==> src/rtl/wsd_pkg.sv <==
package wsd_pkg;
  localparam int SLICE_W     = 2;
  localparam int SLICE_LINES = 1 << SLICE_W;

  // Flat index of the strobe for one lane of one word.
  function automatic int strobe_pos(input int word, input int lane, input int lanes);
    return word * lanes + lane;
  endfunction

  // Number of lines produced by merging a count of 2-bit slices.
  function automatic int group_lines(input int slices);
    return 1 << (SLICE_W * slices);
  endfunction
endpackage

==> src/rtl/wsd_predec2.sv <==
module wsd_predec2
  import wsd_pkg::*;
(
  input  logic [SLICE_W-1:0]     slice,
  output logic [SLICE_LINES-1:0] line_n
);
  for (genvar v = 0; v < SLICE_LINES; v++) begin : g_line
    localparam logic [1:0] VAL = v[1:0];
    logic bit0, bit1;
    assign bit0 = VAL[0] ? slice[0] : ~slice[0];
    assign bit1 = VAL[1] ? slice[1] : ~slice[1];
    assign line_n[v] = ~(bit0 & bit1);
  end
endmodule

==> src/rtl/wsd_group.sv <==
module wsd_group
  import wsd_pkg::*;
#(
  parameter int SLICES = 2
) (
  input  logic [SLICES*SLICE_LINES-1:0]   pre_n,
  output logic [group_lines(SLICES)-1:0]  grp
);
  localparam int LINES = group_lines(SLICES);

  for (genvar j = 0; j < LINES; j++) begin : g_line
    logic [SLICES-1:0] pick_n;
    for (genvar f = 0; f < SLICES; f++) begin : g_slice
      assign pick_n[f] = pre_n[f*SLICE_LINES + ((j >> (SLICE_W*f)) % SLICE_LINES)];
    end
    assign grp[j] = ~|pick_n;
  end
endmodule

==> src/rtl/wsd_wordline.sv <==
module wsd_wordline #(
  parameter int LO_N = 16,
  parameter int HI_N = 16
) (
  input  logic [LO_N-1:0]      lo,
  input  logic [HI_N-1:0]      hi,
  output logic [LO_N*HI_N-1:0] word_n
);
  for (genvar h = 0; h < HI_N; h++) begin : g_hi
    for (genvar l = 0; l < LO_N; l++) begin : g_lo
      assign word_n[h*LO_N + l] = ~(lo[l] & hi[h]);
    end
  end
endmodule

==> src/rtl/word_strobe_decoder.sv <==
module word_strobe_decoder
  import wsd_pkg::*;
#(
  parameter int ADDR_W = 8,
  parameter int LANES  = 4
) (
  input  logic                            clk,
  input  logic                            rst,
  input  logic                            ce,
  input  logic [LANES-1:0]                we,
  input  logic [ADDR_W-1:0]               addr,
  output logic [(LANES<<ADDR_W)-1:0]      wr_strobe,
  output logic [(1<<ADDR_W)-1:0]          rd_sel,
  output logic [ADDR_W-1:0]               rd_addr
);
  localparam int WORDS   = 1 << ADDR_W;
  localparam int NSLICES = ADDR_W / SLICE_W;
  localparam int LO_S    = NSLICES / 2;
  localparam int HI_S    = NSLICES - LO_S;
  localparam int LO_N    = group_lines(LO_S);
  localparam int HI_N    = group_lines(HI_S);

  logic [NSLICES*SLICE_LINES-1:0] pre_n;
  logic [LO_N-1:0]                grp_lo;
  logic [HI_N-1:0]                grp_hi;
  logic [WORDS-1:0]               word_n;
  logic [WORDS-1:0]               rd_sel_d;
  logic                           ce_n;
  logic [LANES-1:0]               we_n;

  for (genvar s = 0; s < NSLICES; s++) begin : g_pre
    wsd_predec2 u_pre (
      .slice  (addr[s*SLICE_W +: SLICE_W]),
      .line_n (pre_n[s*SLICE_LINES +: SLICE_LINES])
    );
  end

  wsd_group #(.SLICES(LO_S)) u_grp_lo (
    .pre_n (pre_n[LO_S*SLICE_LINES-1:0]),
    .grp   (grp_lo)
  );

  wsd_group #(.SLICES(HI_S)) u_grp_hi (
    .pre_n (pre_n[NSLICES*SLICE_LINES-1:LO_S*SLICE_LINES]),
    .grp   (grp_hi)
  );

  wsd_wordline #(.LO_N(LO_N), .HI_N(HI_N)) u_words (
    .lo     (grp_lo),
    .hi     (grp_hi),
    .word_n (word_n)
  );

  assign ce_n     = ~ce;
  assign we_n     = ~we;
  assign rd_sel_d = ~word_n;

  for (genvar w = 0; w < WORDS; w++) begin : g_word
    for (genvar b = 0; b < LANES; b++) begin : g_lane
      assign wr_strobe[strobe_pos(w, b, LANES)] = ~(word_n[w] | ce_n | we_n[b]);
    end
  end

  always_ff @(posedge clk) begin
    if (rst) begin
      rd_addr <= '0;
      rd_sel  <= '0;
    end else begin
      if (ce) rd_addr <= addr;
      rd_sel <= rd_sel_d;
    end
  end
endmodule


==> config.mk <==
export PLATFORM = sky130hd
export DESIGN_NAME = word_strobe_decoder
export DESIGN_NICKNAME = d
export VERILOG_FILES = /design/src/rtl/wsd_pkg.sv /design/src/rtl/wsd_predec2.sv /design/src/rtl/wsd_group.sv /design/src/rtl/wsd_wordline.sv /design/src/rtl/word_strobe_decoder.sv
export SDC_FILE = /design/constraint.sdc
export NUM_CORES = 1
export LEC_CHECK = 0
export BUFFER_PORTS_ARGS = -buffer_cell sky130_fd_sc_hd__buf_2
export CORE_AREA = 2 2 506 508
export CTS_BUF_LIST = sky130_fd_sc_hd__clkbuf_8
export CTS_CLUSTER_DIAMETER = 30
export DETAILED_ROUTE_END_ITERATION = 6
export DIE_AREA = 0 0 508 510
export GPL_TIMING_DRIVEN = 0
export HOLD_SLACK_MARGIN = 0.03
export PLACE_DENSITY_LB_ADDON = 0.25
export SLEW_MARGIN = 10
export SYNTH_ARGS = -nofsm -noshare
export SYNTH_HDL_FRONTEND = slang
export SYNTH_SLANG_ARGS = --single-unit
==> constraint.sdc <==
create_clock -name clk -period 3.15 [get_ports clk]
set_input_delay 0.7875 -clock clk [delete_from_list [all_inputs] [get_ports clk]]
set_output_delay 0.7875 -clock clk [all_outputs]
set_load 0.05 [all_outputs]
==> results.cfg, run 1 <==
[layout]
area_growth_syn_to_layout_pct = 230.7
layout_commonest_cell = nor4_4
layout_common_cells = nor4_4, buf_6, buf_4
nNetsFinal = 3839
drive_above_1_share_pct = 83.19

[sta]
worstMarginPinSlew_ns = 0.9644
rsz0062_at_grt = true
fin_skew_ns = 0
fin_crit_ns = 3.394
hold_viol_final = 0
setup_tns_ns = -19.03
slew-limit-headroom_pct = 35.71
timing.fmax_ghz = 0.2946
setup_viol_count_final = 340
maxSlewViolCount = 0
period_share_pct = 107.7
fin_ws_ns = -0.2439

[pwr]
vdd_drop_max_uv = 397.8
power_density_nw_per_um2 = 203.4
leakage_nw = 23.59

[worst_setup_path]
worstPathRequired_ns = 2.36
path_max_fanout = 7
cp_data_arrival_time_ns = 2.61
worstRegToRegCells = 2
worst_setup_path_end_kind = primary output
r2r_slack_ns = 2.53
worstReg2RegEnd = rd_addr[5]
start_kind = input pin
r2r-start = rd_addr[5]
crit_type = in -> out

[die]
core-area_um2 = 253500
ios = 1303
die_y_um = 510
initial_core_util_pct = 6.698
die_x_um = 508
row_count = 185
fp.dieArea_um2 = 259100

[route]
routed_wl_um = 277500
drtPass1Iterations = 5
wl_per_cell_um = 38.40
vias = 28470
post_drt_via_cell_ratio = 3.941
drc_errors = 0
ant_nets = 0
drtIter0Drc = 1579

[clock_network]
cts_root_buf = clkbuf_8
clock-sinks = 264
path_clk_slew_ns = 0.05
cts_tree = done
cts_made_buffers = 44
cts_buffer_depth = 3
clk_latency_ns = 0.64
htree_levels = 2

[synth]
yosysWarnings = 0
synth.distinct_cells = 28
syn_nets = 2170
ys_seq_area_share_pct = 31.13
synth.avg_cell_area_um2 = 7.878
synthTopCellsByArea = nor4_1, dfxtp_1, nor4_2
syn_area_um2 = 16980
synth-seq-cells = 264
synth_area_leader_cell = nor4_1
netlist_instances = 2155
synth_top_area_share_pct = 32.21

[placed_design]
place_ws_ns = -1.697
portBuffers = 1300
hpwl_um = 212000
gp_congestion = 0.8616

[run]
maxCapViolCount = 0

[global_routing]
grt_pass1_wl_um = 327700
grt_pass1_vias = 27990
grt_start_max_net_pins = 17
grt_util_all_layers_pct = 19.32
grt_overflow = 0
antenna_found_initial = 4

[min_path]
min_path_cells = 2
min_from = rd_addr[6]
hp-class = reg -> reg
min_to = rd_addr[6]

[outcome]
status = finished, violations left
failed_checks = setup timing
==> power by group <==
group          internal, W  switching, W  total, W
Combinational      0.00143       0.00346   0.00489
Clock              0.00163       0.00155   0.00317
Sequential         0.00335    0.00000448   0.00335
Total              0.00641       0.00501    0.0114
==> through the flow <==
step	cells	utilization (%)	hold WS (ns)	cell area, um2	total power [W]
CTS	7008	19.23	0.4266	48750	0.01087
global route	7222	22.14	0.5164	56130	0.01171
finish	7225	22.15	0.4873	56130	0.01142
global placement	6821	16.20	0.4753	41060	0.006956
detailed placement	6847	16.48	0.4823	41770	0.007074
floorplan	2155	-	0.7371	30340	0.005614
==> cell families (layout without fill, tap and decap cells) <==
kind of cell           count (synthesis)  after routing  synth area share, %
flip-flops                           264            264                31.13
multiplexers                           8              8               0.4717
other                                  0              4                    0
buffers and inverters                543           2243                14.90
AND/OR/NAND/NOR                     1340           1340                53.49
==> worst max-delay path: stages <==
cell	delay [ns]
buf_12	0.11
or3b_4	0.40
buf_12	0.17
buf_16	0.16
buf_16	0.16
nor4_4	0.51
buf_6	0.24
==> layout make-up <==
cell class | instances | area (um2)
clock inverters | 28 | 225.2
flip-flops and latches | 264 | 5285
diodes | 4 | 10.01
repair buffers | 1638 | 15860
plain buffers | 528 | 7156
well taps | 3366 | 4212
multi-input cells | 1348 | 22710
clock buffers | 49 | 674.4
fillers | 27270 | 197300
==> cell usage after synthesis, drive strengths merged <==
library cell	count
or2	3
nor3	256
nor2	8
or4b	4
or4	1
nand4bb	6
nand2b	6
or3	1
or3b	7
nand4b	4
dfxtp	264
nand3b	11
nor4	1024
mux2i	8
nand3	5
buf	269
nand2	3
clkbuf	274
nand4	1
==> routing by layer <==
metal	global-route usage, %	vias up	part of all wire (%)
met5	0	-	0
met4	5.721	0	3.9
met3	4.469	297	6.8
met2	34.62	1484	51
met1	22.70	14700	39
li1	-	11990	-
==> registers in the layout, summed over array words and instances (netlist names) <==
signal   cells
rd_sel     256
rd_addr      8
==> what timing repair did <==
item                                     CTS  global route
gates cloned                              22            48
resized for setup                       1428          1735
endpoints found under the setup margin  1024           931
hold buffers                               0             0
pin swaps                                 61           248
setup buffers                             67           181
==> worst max path at each step <==
stage	startpoint	to	slack, ns	cells past startpoint
global route	addr[4]	wr_strobe[72]	-0.21	9
floorplan	addr[5]	wr_strobe[885]	-0.36	6
global placement	addr[2]	wr_strobe[288]	-3.09	6
CTS	addr[7]	wr_strobe[61]	-0.24	7
detailed placement	addr[3]	wr_strobe[923]	-1.70	6
finish	addr[1]	wr_strobe[784]	-0.24	7
Power figures use the tool's default switching activity.
==> run 2, diff against run 1 <==
- CELL_PAD_IN_SITES_DETAIL_PLACEMENT: not set -> 1
- CELL_PAD_IN_SITES_GLOBAL_PLACEMENT: not set -> 2
- CORE_AREA: 2 2 506 508 -> 2 2 514 516
- DIE_AREA: 0 0 508 510 -> 0 0 516 518
==> results.cfg, run 2 (synthesized netlist as in run 1, its figures left out) <==
[outcome]
status = finished, violations left
failed_checks = setup timing

[worst_setup_path]
max_stage_delay_ns = 0.38
worstPathRequired_ns = 2.36
start_kind = input pin
r2r_slack_ns = 2.50
path_max_fanout = 12
cp_cell_sequence = buf_12 -> buf_6 -> buf_8 -> or3b_4 -> buf_12 -> buf_16 -> nor4_4 -> buf_6
cp_data_arrival_time_ns = 2.59
worst_setup_path_end_kind = primary output
cp_slowest_cell = or3b_4
crit_type = in -> out

[run]
maxCapViolCount = 0

[sta]
slew-limit-headroom_pct = 26.67
fin_skew_ns = 0
setup_tns_ns = -31.34
hold_viol_final = 0
timing.fmax_ghz = 0.2959
fin_ws_ns = -0.2300
setup_viol_count_final = 476
period_share_pct = 107.3
maxSlewViolCount = 0
worstMarginPinSlew_ns = 1.100
rsz0062_at_grt = true
fin_crit_ns = 3.380

[pwr]
leakage_nw = 23.49
combPwrFrac_pct = 43.1
total_power_w = 0.01092
p_sw_share_pct = 44.12
p_switching_w = 0.004816
p_seq_share_pct = 30.7
power_density_nw_per_um2 = 196.8
intPower_w = 0.006100
vdd_drop_max_uv = 284.9
power.share.clock_pct = 26.2

[layout]
largest_reg_flops = 256
drive_above_1_share_pct = 83.29
seqCellArea_um2 = 5285
top_register = rd_sel
fill_cells = 29150
final_area_um2 = 55460
final_util_pct = 21.20
layout_commonest_cell = nor4_4
nNetsFinal = 3829
layout_common_cells = nor4_4, buf_6, buf_2
multi_input_area_um2 = 22670
area_growth_syn_to_layout_pct = 226.7
reg_top3 = rd_sel x256, rd_addr x8
layout.cells.non_filler = 7356

[placed_design]
gp_congestion = 0.8660
postPlaceCellArea_um2 = 41730
hpwl_um = 218200
dp.cells = 6986
portBuffers = 1300

[die]
ios = 1303
row_count = 188
core-area_um2 = 261600
die_x_um = 516
initial_core_util_pct = 6.490
die_y_um = 518
fp.dieArea_um2 = 267300

[global_routing]
grt_pass1_wl_um = 349600
grt_start_max_net_pins = 16
grt_overflow = 0
grt_pass1_vias = 29670
antenna_found_initial = 5
grt_util_all_layers_pct = 19.85

[clock_network]
cts_buffer_depth = 3
path_clk_slew_ns = 0.07
cts_tree = done
htree_levels = 2
clk_latency_ns = 0.59
clock-sinks = 264
cts_made_buffers = 36
cts_root_buf = clkbuf_8
hold_buffers = 0

[route]
ant_nets = 0
wl_per_cell_um = 38.15
post_drt_via_cell_ratio = 3.795
drc_errors = 0
vias = 27920
drtPass1Iterations = 5
drtIter0Drc = 1132
routed_wl_um = 280600

[min_path]
hp-class = reg -> reg
## run 2: cell types whose count changed in the layout (fill, tap and decap cells not counted), sizes merged
cell      before   now
diode          4     6
clkinvlp       0     2
clkbuf       401   314
clkinv        13     5
bufinv         2     1
buf         1813  1887
bufbuf         1     6
inv           13     8
## run 2: power by group through the flow
stage / combinational [W] / sequential, W / clock, W
floorplan: 0.00214 / 0.00347 / 0
detailed placement: 0.00354 / 0.00343 / 0
global placement: 0.00346 / 0.00343 / 0
global route: 0.00484 / 0.00335 / 0.00309
finish: 0.00471 / 0.00335 / 0.00286
CTS: 0.00459 / 0.00335 / 0.00297
## run 2: worst paths after layout
check,from,end,cells after the start
setup / recovery,addr[6],wr_strobe[85],8
hold / removal,rd_addr[5],rd_addr[5],2
setup reg to reg,rd_addr[1],rd_addr[1],2
hold reg to reg,rd_addr[5],rd_addr[5],2
## run 2: critical path, delay by kind of cell
kind / cells / cell delay [ns]
simple gates: 2 / 0.71
buf+inv: 6 / 0.98
## run 2: cell type report
cell class,count,share of cell area [%]
Antenna cell,6,0.02707
Multi-Input combinational cell,1348,40.88
Buffer,528,13.15
Tap cell,3515,7.930
Clock inverter,16,0.2234
Timing Repair Buffer,1636,27.19
Clock buffer,43,1.067
Sequential cell,264,9.530
## run 2: metal layers
layer	track usage, %	vias to the layer above	part of all wire, %
met4	5.632	0	3.8
met3	5.602	258	7.4
met2	36.22	1189	51
met1	22.12	14530	38
met5	0	-	0
li1	-	11940	-
## run 2: per-stage QoR
step / worst slack (ns) / hold WS, ns
after floorplan: -0.3598 / 0.7371
after global placement: -2.656 / 0.4719
after detailed placement: -1.815 / 0.4865
after CTS: -0.2758 / 0.5113
after global routing: -0.2622 / 0.5383
final: -0.2300 / 0.5004
## run 2: timing repair
action / CTS / global route
resized for setup: 2084 / 608
pin swaps: 142 / 115
gates cloned: 39 / 17
setup buffers: 202 / 71
endpoints found under the setup margin: 1026 / 950
